==> src/rtl/msi_spi_frame.sv <==
module msi_spi_frame #(
  parameter int          MODE       = 0,
  parameter int          BASE_SPI   = 64,
  parameter int          NUM_SPI    = 32,
  parameter int          OFFSET_SEL = 0,
  parameter logic [31:0] IDENT      = 32'h0002_0A51
) (
  input  logic                                 clk,
  input  logic                                 rst_n,
  input  logic [12:0]                          bus_addr,
  input  logic [31:0]                          bus_wdata,
  input  logic [3:0]                           bus_wstrb,
  input  logic                                 bus_we,
  output logic [31:0]                          bus_rdata,
  output logic [(NUM_SPI > 0 ? NUM_SPI : 1)-1:0] spi_pulse
);
  localparam int          LINES     = (NUM_SPI > 0) ? NUM_SPI : 1;
  localparam logic [12:0] RANGE_OFF = 13'h008;
  localparam logic [12:0] BELL_OFF  = 13'h040;
  localparam logic [12:0] IDENT_OFF = 13'hFCC;
  localparam int          LOW_SPI   = 32;
  localparam int          HIGH_SPI  = 1019;
  localparam bit          CFG_OK    = (BASE_SPI >= LOW_SPI) && (NUM_SPI != 0) &&
                                      (BASE_SPI + NUM_SPI <= HIGH_SPI);
  localparam int          REL_OFF   = (OFFSET_SEL != 0) ? LOW_SPI : BASE_SPI;
  localparam logic [33:0] LO_BOUND  = 34'(BASE_SPI);
  localparam logic [33:0] HI_BOUND  = 34'(BASE_SPI + NUM_SPI);

  logic [31:0] range_word;
  logic [33:0] spi_num;
  logic [33:0] line_idx;
  logic        bell_hit;
  logic        in_range;
  logic        accept;

  assign range_word = {6'b0, 10'(BASE_SPI), 6'b0, 10'(NUM_SPI)};

  assign bus_rdata = (bus_addr == RANGE_OFF) ? range_word :
                     (bus_addr == IDENT_OFF) ? IDENT      : 32'h0;

  always_comb begin
    case (MODE)
      2:       spi_num = 34'(LOW_SPI) + {24'b0, bus_addr[12:3]};
      1:       spi_num = {2'b0, bus_wdata} + 34'(REL_OFF);
      default: spi_num = {2'b0, bus_wdata};
    endcase
  end

  assign bell_hit = (MODE == 2) ? 1'b1 : (bus_addr == BELL_OFF);
  assign in_range = (spi_num >= LO_BOUND) && (spi_num < HI_BOUND);
  assign accept   = CFG_OK && bus_we && (&bus_wstrb) && bell_hit && in_range;
  assign line_idx = spi_num - LO_BOUND;

  always_ff @(posedge clk) begin
    if (!rst_n)
      spi_pulse <= '0;
    else if (accept)
      spi_pulse <= LINES'(1) << line_idx;
    else
      spi_pulse <= '0;
  end

  assert_single_line_R11: assert property (@(posedge clk) disable iff (!rst_n)
    $onehot0(spi_pulse));

  assert_strobe_drop_R8: assert property (@(posedge clk) disable iff (!rst_n)
    (bus_we && bus_wstrb != 4'hF) |=> (spi_pulse == '0));

  assert_idle_quiet_R8: assert property (@(posedge clk) disable iff (!rst_n)
    !bus_we |=> (spi_pulse == '0));

  assert_range_rsvd_R1: assert property (@(posedge clk) disable iff (!rst_n)
    (bus_addr == RANGE_OFF) |-> (bus_rdata[31:26] == 6'b0 && bus_rdata[15:10] == 6'b0));

  generate
    if (MODE != 2) begin : g_bell_chk
      assert_bell_source_R4: assert property (@(posedge clk) disable iff (!rst_n)
        (spi_pulse != '0) |-> $past(bus_we && bus_addr == BELL_OFF));
    end
  endgenerate
endmodule

==> config.mk <==
export PLATFORM = sky130hd
export DESIGN_NAME = msi_spi_frame
export DESIGN_NICKNAME = d
export VERILOG_FILES = /design/src/rtl/msi_spi_frame.sv
export SDC_FILE = /design/constraint.sdc
export NUM_CORES = 1
export LEC_CHECK = 0
export ABC_AREA = 0
export BUFFER_PORTS_ARGS = -buffer_cell sky130_fd_sc_hd__buf_2
export CAP_MARGIN = 10
export CORE_MARGIN = 2
export CORE_UTILIZATION = 42
export DETAILED_ROUTE_END_ITERATION = 8
export HOLD_SLACK_MARGIN = 0.1
export PLACE_DENSITY = 0.91
export SYNTH_ARGS = -nofsm -noshare
export SYNTH_HDL_FRONTEND = slang
export SYNTH_SLANG_ARGS = --single-unit
==> constraint.sdc <==
create_clock -name clk -period 1.5 [get_ports clk]
set_clock_uncertainty 0.1 [all_clocks]
set_input_delay 0.075 -clock clk [delete_from_list [all_inputs] [get_ports clk]]
set_output_delay 0.075 -clock clk [all_outputs]
set_load 0.01 [all_outputs]
==> results.sh, run 1 <==
export IMPL_p_sw_uw=398
export IMPL_drt_iter0_drc=219
export IMPL_max_stage_delay_ns=0.32
export IMPL_slew_violations=0
export IMPL_cp_slowest_cell="nor3_2"
export IMPL_final_period_utilization=0.867
export IMPL_synth_simple_area_share=0.465
export IMPL_dieArea_um2=4860
export IMPL_wirelength_um=4180
export IMPL_top_regs="spi_pulse (32)"
export IMPL_ctsResizeCount=0
export IMPL_worst_path_max_fanout=6
export IMPL_cts_path_max_buffers=2
export IMPL_endpoint_kind="output port"
export IMPL_setup_viol=0
export IMPL_wl_per_cell_um=13.6
export IMPL_power_frac_comb=0.108
export IMPL_htree_levels=2
export IMPL_top_layer="met4"
export IMPL_die_w_um=69.7
export IMPL_ctsHoldBuffers=0
export IMPL_num_fill_cells=366
export IMPL_status="completed"
export IMPL_synth_xor_area_frac=0
export IMPL_multi_input_area_um2=942
export IMPL_clkPwrFrac=0.371
export IMPL_cts_tree="built"
export IMPL_grt_pass1_vias=1420
export IMPL_grt_overflow_total=0
export IMPL_synthAdderAreaFrac=0
export IMPL_hold_violations=0
export IMPL_fin_crit_ns=1.30
export IMPL_finalPower_uw=1630
export IMPL_post_synth_cell_area_avg_um2=10.1
export IMPL_cts_buffers=5
export IMPL_rsz0062_at_grt="false"
export IMPL_synth_seq_cells=32
export IMPL_synthCells=179
export IMPL_ios=116
export IMPL_synth_top_family_by_area="simple AND/OR/NAND/NOR gates"
export IMPL_vias_per_cell=5.38
export IMPL_intPower_uw=1240
export IMPL_ys_seq_area_frac=0.354
export IMPL_grt_first_pass_wirelength_um=6530
export IMPL_p_leak_uw=0.000947
export IMPL_power_density_nw_per_um2=715
export IMPL_seqCellArea_um2=641
export IMPL_clock_sinks=32
export IMPL_coreArea_um2=4090
export IMPL_power_share_switching=0.243
export IMPL_vias=1658
export IMPL_yosys_warnings=0
export IMPL_cp_start_kind="input port"
export IMPL_ant_nets=0
export IMPL_drt_met1_wl_um=1540
export IMPL_fmax_ghz=0.769
export IMPL_cpMostUsedCell="buf_2"
export IMPL_criticalPathCategory="input port to output port"
export IMPL_diodes=0
export IMPL_required_ns=1.32
export IMPL_tns_ns=0
export IMPL_drc_errors=0
export IMPL_drive_gt1_frac=0.539
export IMPL_p_seq_frac=0.520
export IMPL_firstDrtPassIters=4
export IMPL_synth_area_mux_share=0
export IMPL_area_growth_pct=26.2
export IMPL_fin_nets=310
export IMPL_max_cap_violations=0
export IMPL_numPortBuffers=91
export IMPL_path_clk_slew_ns=0.06
export IMPL_netlist_area_um2=1810
export IMPL_grtUsageTotal=0.167
export IMPL_postCtsSetupRepairBufs=0
export IMPL_antenna_found_initial=0
export IMPL_yosysUniqueCellTypes=23
export IMPL_start_util=0.443
export IMPL_synth_compound_gate_area_share=0
export IMPL_gp_congestion=0.878
export IMPL_cp_arrival_ns=1.13
export IMPL_top_register="spi_pulse"
export IMPL_largest_reg_flops=32
export IMPL_irDropWorstVdd_mv=0.309
export IMPL_grt_max_degree=33
export IMPL_dr_wl_met3_um=399
export IMPL_critical_path_cell_chain="buf_2 -> nor4_2 -> nand2_1 -> nor3_2 -> buf_2"
export IMPL_clockRootBuffer="clkbuf_8"
export IMPL_die_h_um=69.7
export IMPL_rows=23
export IMPL_dp_hpwl_um=3040
export IMPL_hold_class="input port to register"
export IMPL_wl_met2_um=2140
-- layout by cell type (no fill, tap or decap) --
| cell | Yosys | routed |
|---|---|---|
| nand2_1 | 2 | 2 |
| nor3_1 | 4 | 3 |
| nor4_4 | 1 | 1 |
| buf_2 | 8 | 91 |
| conb_1 | 1 | 24 |
| nand4b_1 | 1 | 1 |
| nor4bb_1 | 1 | 1 |
| buf_12 | 0 | 5 |
| nand3_2 | 0 | 1 |
| clkbuf_8 | 0 | 5 |
| nand4_1 | 34 | 34 |
| dfxtp_1 | 32 | 32 |
| nor2_1 | 1 | 1 |
| and3_1 | 3 | 3 |
| clkinv_2 | 0 | 1 |
| nor3b_1 | 4 | 4 |
| nand4_2 | 1 | 1 |
| clkbuf_1 | 5 | 1 |
| nor4_1 | 7 | 7 |
| nor3_2 | 1 | 2 |
| nor4_2 | 31 | 31 |
| and2_1 | 1 | 1 |
| and3b_1 | 5 | 5 |
| buf_4 | 30 | 1 |
-- cell families after synthesis --
kind of cell	count (synthesis)
buf+inv	48
other cells	1
simple gates	98
flops	32
-- cells in the mapped netlist --
cell	count	area [um^2]
and2_1	1	6.26
and3_1	3	18.8
and3b_1	5	43.8
buf_1	2	7.51
buf_2	8	40.0
buf_4	30	225
buf_6	3	33.8
clkbuf_1	5	18.8
conb_1	1	3.75
dfxtp_1	32	641
nand2_1	2	7.51
nand3_1	1	5.00
nand4_1	34	213
nand4_2	1	12.5
nand4b_1	1	8.76
nor2_1	1	3.75
nor3_1	4	20.0
nor3_2	1	10.0
nor3b_1	4	30.0
nor4_1	7	43.8
nor4_2	31	388
nor4_4	1	21.3
nor4bb_1	1	10.0
-- power by group through the flow --
stage	Sequential [uW]	Combinational, uW	Clock [uW]
floorplan	869	123	0
global placement	869	170	0
detailed placement	869	173	0
CTS	850	174	630
global route	849	192	661
finish	850	177	607
-- path summary, 6_finish.rpt --
kind | start | endpoint | slack, ns | cells past startpoint
min | bus_wdata[3] | spi_pulse[17]$_SDFF_PP0_ | 0.13 | 4
max | bus_addr[1] | bus_rdata[11] | 0.20 | 5
-- critical path, delay by kind of cell --
family        cells  cell delay, ns
simple gates      3            0.75
buf+inv           2            0.30
-- layer usage --
layer	global-route usage	up-vias
met3	0.0480	8
met4	0.0919	0
li1	-	794
met2	0.275	102
met5	0	-
met1	0.195	754
-- layout make-up --
cell class,instances,area share
Timing Repair Buffer,97,0.246
Sequential cell,32,0.280
Clock buffer,6,0.0317
Tap cell,50,0.0274
Multi-Input combinational cell,122,0.412
Clock inverter,1,0.00219
-- stage by stage --
step                      std cells  setup WS, ns  hold slack (ns)  utilization  instance area (um^2)
after detailed placement        301        0.0595            0.336        0.539                  2200
after global routing            308         0.107            0.147        0.559                  2290
final                           308         0.200            0.131        0.559                  2290
after global placement          301         0.103            0.330        0.539                  2200
after CTS                       308        0.0578            0.114        0.558                  2280
after floorplan                 202        0.0731            0.112            -                  1900
No activity file was read; power rests on OpenSTA's default activity.
==> inputs of run 2 (changes only) <==
--- a/config.mk
+++ b/config.mk
@@ -8,6 +8,7 @@
 export ABC_AREA = 0
 export BUFFER_PORTS_ARGS = -buffer_cell sky130_fd_sc_hd__buf_2
 export CAP_MARGIN = 10
+export CORE_ASPECT_RATIO = 1.75
 export CORE_MARGIN = 2
 export CORE_UTILIZATION = 42
 export DETAILED_ROUTE_END_ITERATION = 8
==> run 2 against run 1 <==
- fmax increased by 1.6%
- routed wire length increased by 3.4%
- global-route usage is 2.1 points higher
- hold slack worse by 0.010 ns
- critical path type unchanged
- highest routed layer unchanged
- die area increased by 0.43%
- largest cell class unchanged
- power is 4.1% higher
==> results.sh, run 2 (synthesized netlist as in run 1, its figures left out) <==
export IMPL_largest_reg_flops=32
export IMPL_max_cap_violations=0
export IMPL_ios=116
export IMPL_numPortBuffers=91
export IMPL_fin_crit_ns=1.28
export IMPL_die_h_um=90.9
export IMPL_p_leak_uw=0.000956
export IMPL_dr_wl_met3_um=364
export IMPL_dp_cells=301
export IMPL_cp_start_kind="input port"
export IMPL_dieArea_um2=4880
export IMPL_status="completed"
export IMPL_ctsResizeCount=0
export IMPL_cp_top_family="simple AND/OR/NAND/NOR gates"
export IMPL_cp_slowest_cell="nor3_2"
export IMPL_required_ns=1.32
export IMPL_slew_violations=0
export IMPL_wl_met2_um=2450
export IMPL_cp_arrival_ns=1.10
export IMPL_grtUsageTotal=0.188
export IMPL_hold_violations=0
export IMPL_setup_viol=0
export IMPL_max_stage_delay_ns=0.26
export IMPL_finalWorstSetupSlack_ns=0.221
export IMPL_worst_path_max_fanout=33
export IMPL_postCtsSetupRepairBufs=0
export IMPL_top_register="spi_pulse"
export IMPL_grt_first_pass_wirelength_um=6870
export IMPL_ctsHoldBuffers=0
export IMPL_gp_congestion=0.853
export IMPL_fin_cells=309
export IMPL_ant_nets=0
export IMPL_cts_buffers=5
export IMPL_critical_path_cell_chain="buf_2 -> nor3_2 -> buf_12 -> nand2_1 -> nor3_1 -> buf_2"
export IMPL_firstDrtPassIters=4
export IMPL_dp_hpwl_um=3340
export IMPL_hold_class="input port to register"
export IMPL_final_period_utilization=0.853
export IMPL_antenna_found_initial=0
export IMPL_wl_per_cell_um=14.0
export IMPL_die_w_um=53.7
export IMPL_grt_pass1_vias=1572
export IMPL_drt_met1_wl_um=1340
export IMPL_cts_tree="built"
export IMPL_grt_max_degree=34
export IMPL_vias_per_cell=5.52
export IMPL_mostFrequentLayoutCell="buf_2"
export IMPL_tns_ns=0
export IMPL_wirelength_um=4320
export IMPL_clockRootBuffer="clkbuf_8"
export IMPL_fin_nets=311
export IMPL_start_util=0.437
export IMPL_slew_headroom=0.666
export IMPL_top_regs="spi_pulse (32)"
export IMPL_cpMostUsedCell="buf_2"
export IMPL_drc_errors=0
export IMPL_rows=31
export IMPL_path_clk_slew_ns=0.07
export IMPL_rsz0062_at_grt="false"
export IMPL_worst_pin_slew_ns=0.497
export IMPL_dp_slack_ns=0.0487
export IMPL_vias=1706
export IMPL_drive_gt1_frac=0.542
export IMPL_crit_buf_inv=3
export IMPL_irDropWorstVdd_mv=0.468
export IMPL_power_density_nw_per_um2=737
export IMPL_final_cell_mix="buf_2 (91), nand4_1 (34), dfxtp_1 (32), nor4_2 (31), conb_1 (24)"
export IMPL_area_growth_pct=27.4
export IMPL_fmax_ghz=0.782
export IMPL_top_layer="met4"
export IMPL_coreArea_um2=4150
export IMPL_grt_overflow_total=0
export IMPL_drt_iter0_drc=29
export IMPL_endpoint_kind="output port"
export IMPL_final_core_util=0.556
export IMPL_diodes=0
export IMPL_clock_sinks=32
export IMPL_cts_path_max_buffers=2
export IMPL_htree_levels=2
export IMPL_criticalPathCategory="input port to output port"
run 2: cell count changes in the layout (fill, tap and decap cells not counted):
cell	delta
buf_4	+1
clkbuf_8	+1
clkinv_2	-1
clkinvlp_4	+1
run 2: final cells by class:
cell class / count / area, um^2
clock inverter: 1 / 7.51
sequential: 32 / 641
fill: 357 / 1840
clock buffer: 7 / 86.3
timing repair buffer: 98 / 571
tap: 49 / 61.3
multi-input combinational: 122 / 942
run 2: worst paths after layout:
kind                          from                      end  cells past startpoint
worst min-delay path  bus_wdata[3]  spi_pulse[5]$_SDFF_PP0_                      4
worst max-delay path   bus_addr[9]            bus_rdata[22]                      6
run 2: routing by layer:
layer	global-route usage	vias to the layer above
met2	0.334	106
met3	0.0364	14
met1	0.188	789
met5	0	-
met4	0.111	0
li1	-	797
run 2: per-stage QoR:
| stage | power (uW) | area (um^2) | hold WS [ns] |
|---|---|---|---|
| global route | 1750 | 2310 | 0.171 |
| finish | 1700 | 2310 | 0.121 |
| global placement | 1040 | 2210 | 0.331 |
| CTS | 1710 | 2300 | 0.106 |
| detailed placement | 1050 | 2210 | 0.339 |
| floorplan | 991 | 1900 | 0.112 |
run 2: power by group:
| group | leakage (uW) | switching (uW) | internal [uW] |
|---|---|---|---|
| clock network | 0.0000445 | 298 | 372 |
| registers | 0.000258 | 0 | 850 |
| logic | 0.000654 | 108 | 73.4 |
| total | 0.000956 | 406 | 1300 |
==> inputs of run 3 (changes only) <==
--- a/config.mk
+++ b/config.mk
@@ -6,7 +6,7 @@
 export NUM_CORES = 1
 export LEC_CHECK = 0
 export ABC_AREA = 0
-export BUFFER_PORTS_ARGS = -buffer_cell sky130_fd_sc_hd__buf_2
+export BUFFER_PORTS_ARGS = -buffer_cell sky130_fd_sc_hd__buf_4
 export CAP_MARGIN = 10
 export CORE_ASPECT_RATIO = 1.75
 export CORE_MARGIN = 2
==> run 3 against run 2 <==
- core utilization is 7.7 points higher
- sequential power hardly changed
- first-iteration DRC count is 52% higher
- power is 3.1% higher
- hold slack better by 0.024 ns
- setup slack worse by 0.19 ns
- global-route usage is 1.3 points higher
- non-clock buffer count is 8 higher
- via count is 2.2% higher
- clock power is 0.7% lower
- clock-buffer cell count is 1 higher
- critical path type is now input port to register
- largest power group unchanged
==> results.sh, run 3 (synthesized netlist as in run 1, its figures left out) <==
export IMPL_status="completed"
export IMPL_clock_sinks=32
export IMPL_cp_arrival_ns=1.53
export IMPL_criticalPathCategory="input port to register"
export IMPL_setup_viol=0
export IMPL_htree_levels=2
export IMPL_top_register="spi_pulse"
export IMPL_critical_path_cell_chain="buf_4 -> nor3b_1 -> dlygate4sd3_1 -> nand4_1 -> nor4_1"
export IMPL_hold_path_depth=5
export IMPL_largest_reg_flops=32
export IMPL_cp_top_family="buffers and inverters"
export IMPL_antenna_found_initial=0
export IMPL_vias=1744
export IMPL_numPortBuffers=91
export IMPL_clockRootBuffer="clkbuf_8"
export IMPL_irDropWorstVdd_mv=0.616
export IMPL_tns_ns=0
export IMPL_start_util=0.437
export IMPL_crit_buf_inv=2
export IMPL_drt_iter0_drc=44
export IMPL_path_clk_slew_ns=0.06
export IMPL_coreArea_um2=4150
export IMPL_max_stage_delay_ns=0.62
export IMPL_top_regs="spi_pulse (32)"
export IMPL_firstDrtPassIters=4
export IMPL_finalHoldWorstSlack_ns=0.145
export IMPL_vias_per_cell=5.50
export IMPL_power_density_nw_per_um2=667
export IMPL_cts_path_max_buffers=2
export IMPL_hold_class="input port to register"
export IMPL_final_cell_mix="buf_4 (93), nand4_1 (34), dfxtp_1 (32), nor4_2 (31), conb_1 (24)"
export IMPL_final_period_utilization=0.980
export IMPL_hold_violations=0
export IMPL_cts_buffers=5
export IMPL_wl_per_cell_um=15.3
export IMPL_cp_slowest_cell="dlygate4sd3_1"
export IMPL_slew_violations=0
export IMPL_die_h_um=90.9
export IMPL_grtUsageTotal=0.201
export IMPL_fin_crit_ns=1.47
export IMPL_grt_max_degree=33
export IMPL_endpoint_kind="register"
export IMPL_dp_hpwl_um=3390
export IMPL_dieArea_um2=4880
export IMPL_ant_nets=0
export IMPL_hold_path_startpoint="bus_addr[7]"
export IMPL_diodes=0
export IMPL_fin_nets=319
export IMPL_grt_first_pass_wirelength_um=7110
export IMPL_grt_pass1_vias=1568
export IMPL_area_growth_pct=45.1
export IMPL_fmax_ghz=0.680
export IMPL_die_w_um=53.7
export IMPL_postCtsSetupRepairBufs=0
export IMPL_fin_cells=317
export IMPL_max_cap_violations=0
export IMPL_min_to="spi_pulse[31]$_SDFF_PP0_"
export IMPL_wirelength_um=4850
export IMPL_drc_errors=0
export IMPL_gp_congestion=0.877
export IMPL_mostFrequentLayoutCell="buf_4"
export IMPL_required_ns=1.56
export IMPL_cts_tree="built"
export IMPL_rows=31
export IMPL_dp_cells=301
export IMPL_worst_path_max_fanout=8
export IMPL_grt_overflow_total=0
export IMPL_ios=116
export IMPL_drive_gt1_frac=0.530
export IMPL_p_leak_uw=0.00105
export IMPL_cp_start_kind="input port"
==> run 3: where the power goes <==
| part | leakage, uW | total, uW | internal, uW | switching (uW) |
|---|---|---|---|---|
| Clock | 0.0000455 | 665 | 373 | 291 |
| Sequential | 0.000258 | 850 | 850 | 0 |
| Combinational | 0.000744 | 239 | 123 | 116 |
| Total | 0.00105 | 1750 | 1350 | 408 |
==> run 3: how the worst max path moves through the flow <==
stage	startpoint	to	slack [ns]	depth (start not counted)
CTS	bus_wdata[2]	spi_pulse[2]$_SDFF_PP0_	0.04	5
global placement	bus_wdata[8]	spi_pulse[24]$_SDFF_PP0_	0.04	5
floorplan	bus_addr[1]	bus_rdata[11]	0.07	4
detailed placement	bus_wdata[12]	spi_pulse[24]$_SDFF_PP0_	0.03	5
global route	bus_wdata[2]	spi_pulse[2]$_SDFF_PP0_	-0.001	5
finish	bus_wdata[1]	spi_pulse[25]$_SDFF_PP0_	0.03	5
==> run 3: routing by layer <==
metal  part of all wire  GRT usage  up-vias
li1                   -          -      812
met1               0.32      0.195      821
met2               0.58      0.377      101
met3              0.067     0.0315       10
met4              0.031      0.103        0
met5                  0          0        -
==> run 3: layout make-up <==
cell class                 count  area (um^2)
tap                           49         61.3
timing repair buffer         106          878
fill                         323         1520
sequential                    32          641
clock buffer                   8         90.1
multi-input combinational    122          958
==> run 3: repair_timing <==
action                     4_1_cts  5_1_grt
gates resized for setup          0        3
setup endpoints to repair        0        9
hold endpoints to repair         8        2
hold buffers                     6        2
==> run 3: through the flow <==
stage	power [uW]	util	area, um^2	setup WS (ns)
floorplan	991	-	1900	0.0731
global placement	1080	0.589	2440	0.0432
detailed placement	1080	0.589	2440	0.0276
CTS	1750	0.625	2590	0.0410
global route	1810	0.633	2630	-0.000965
finish	1750	0.633	2630	0.0304
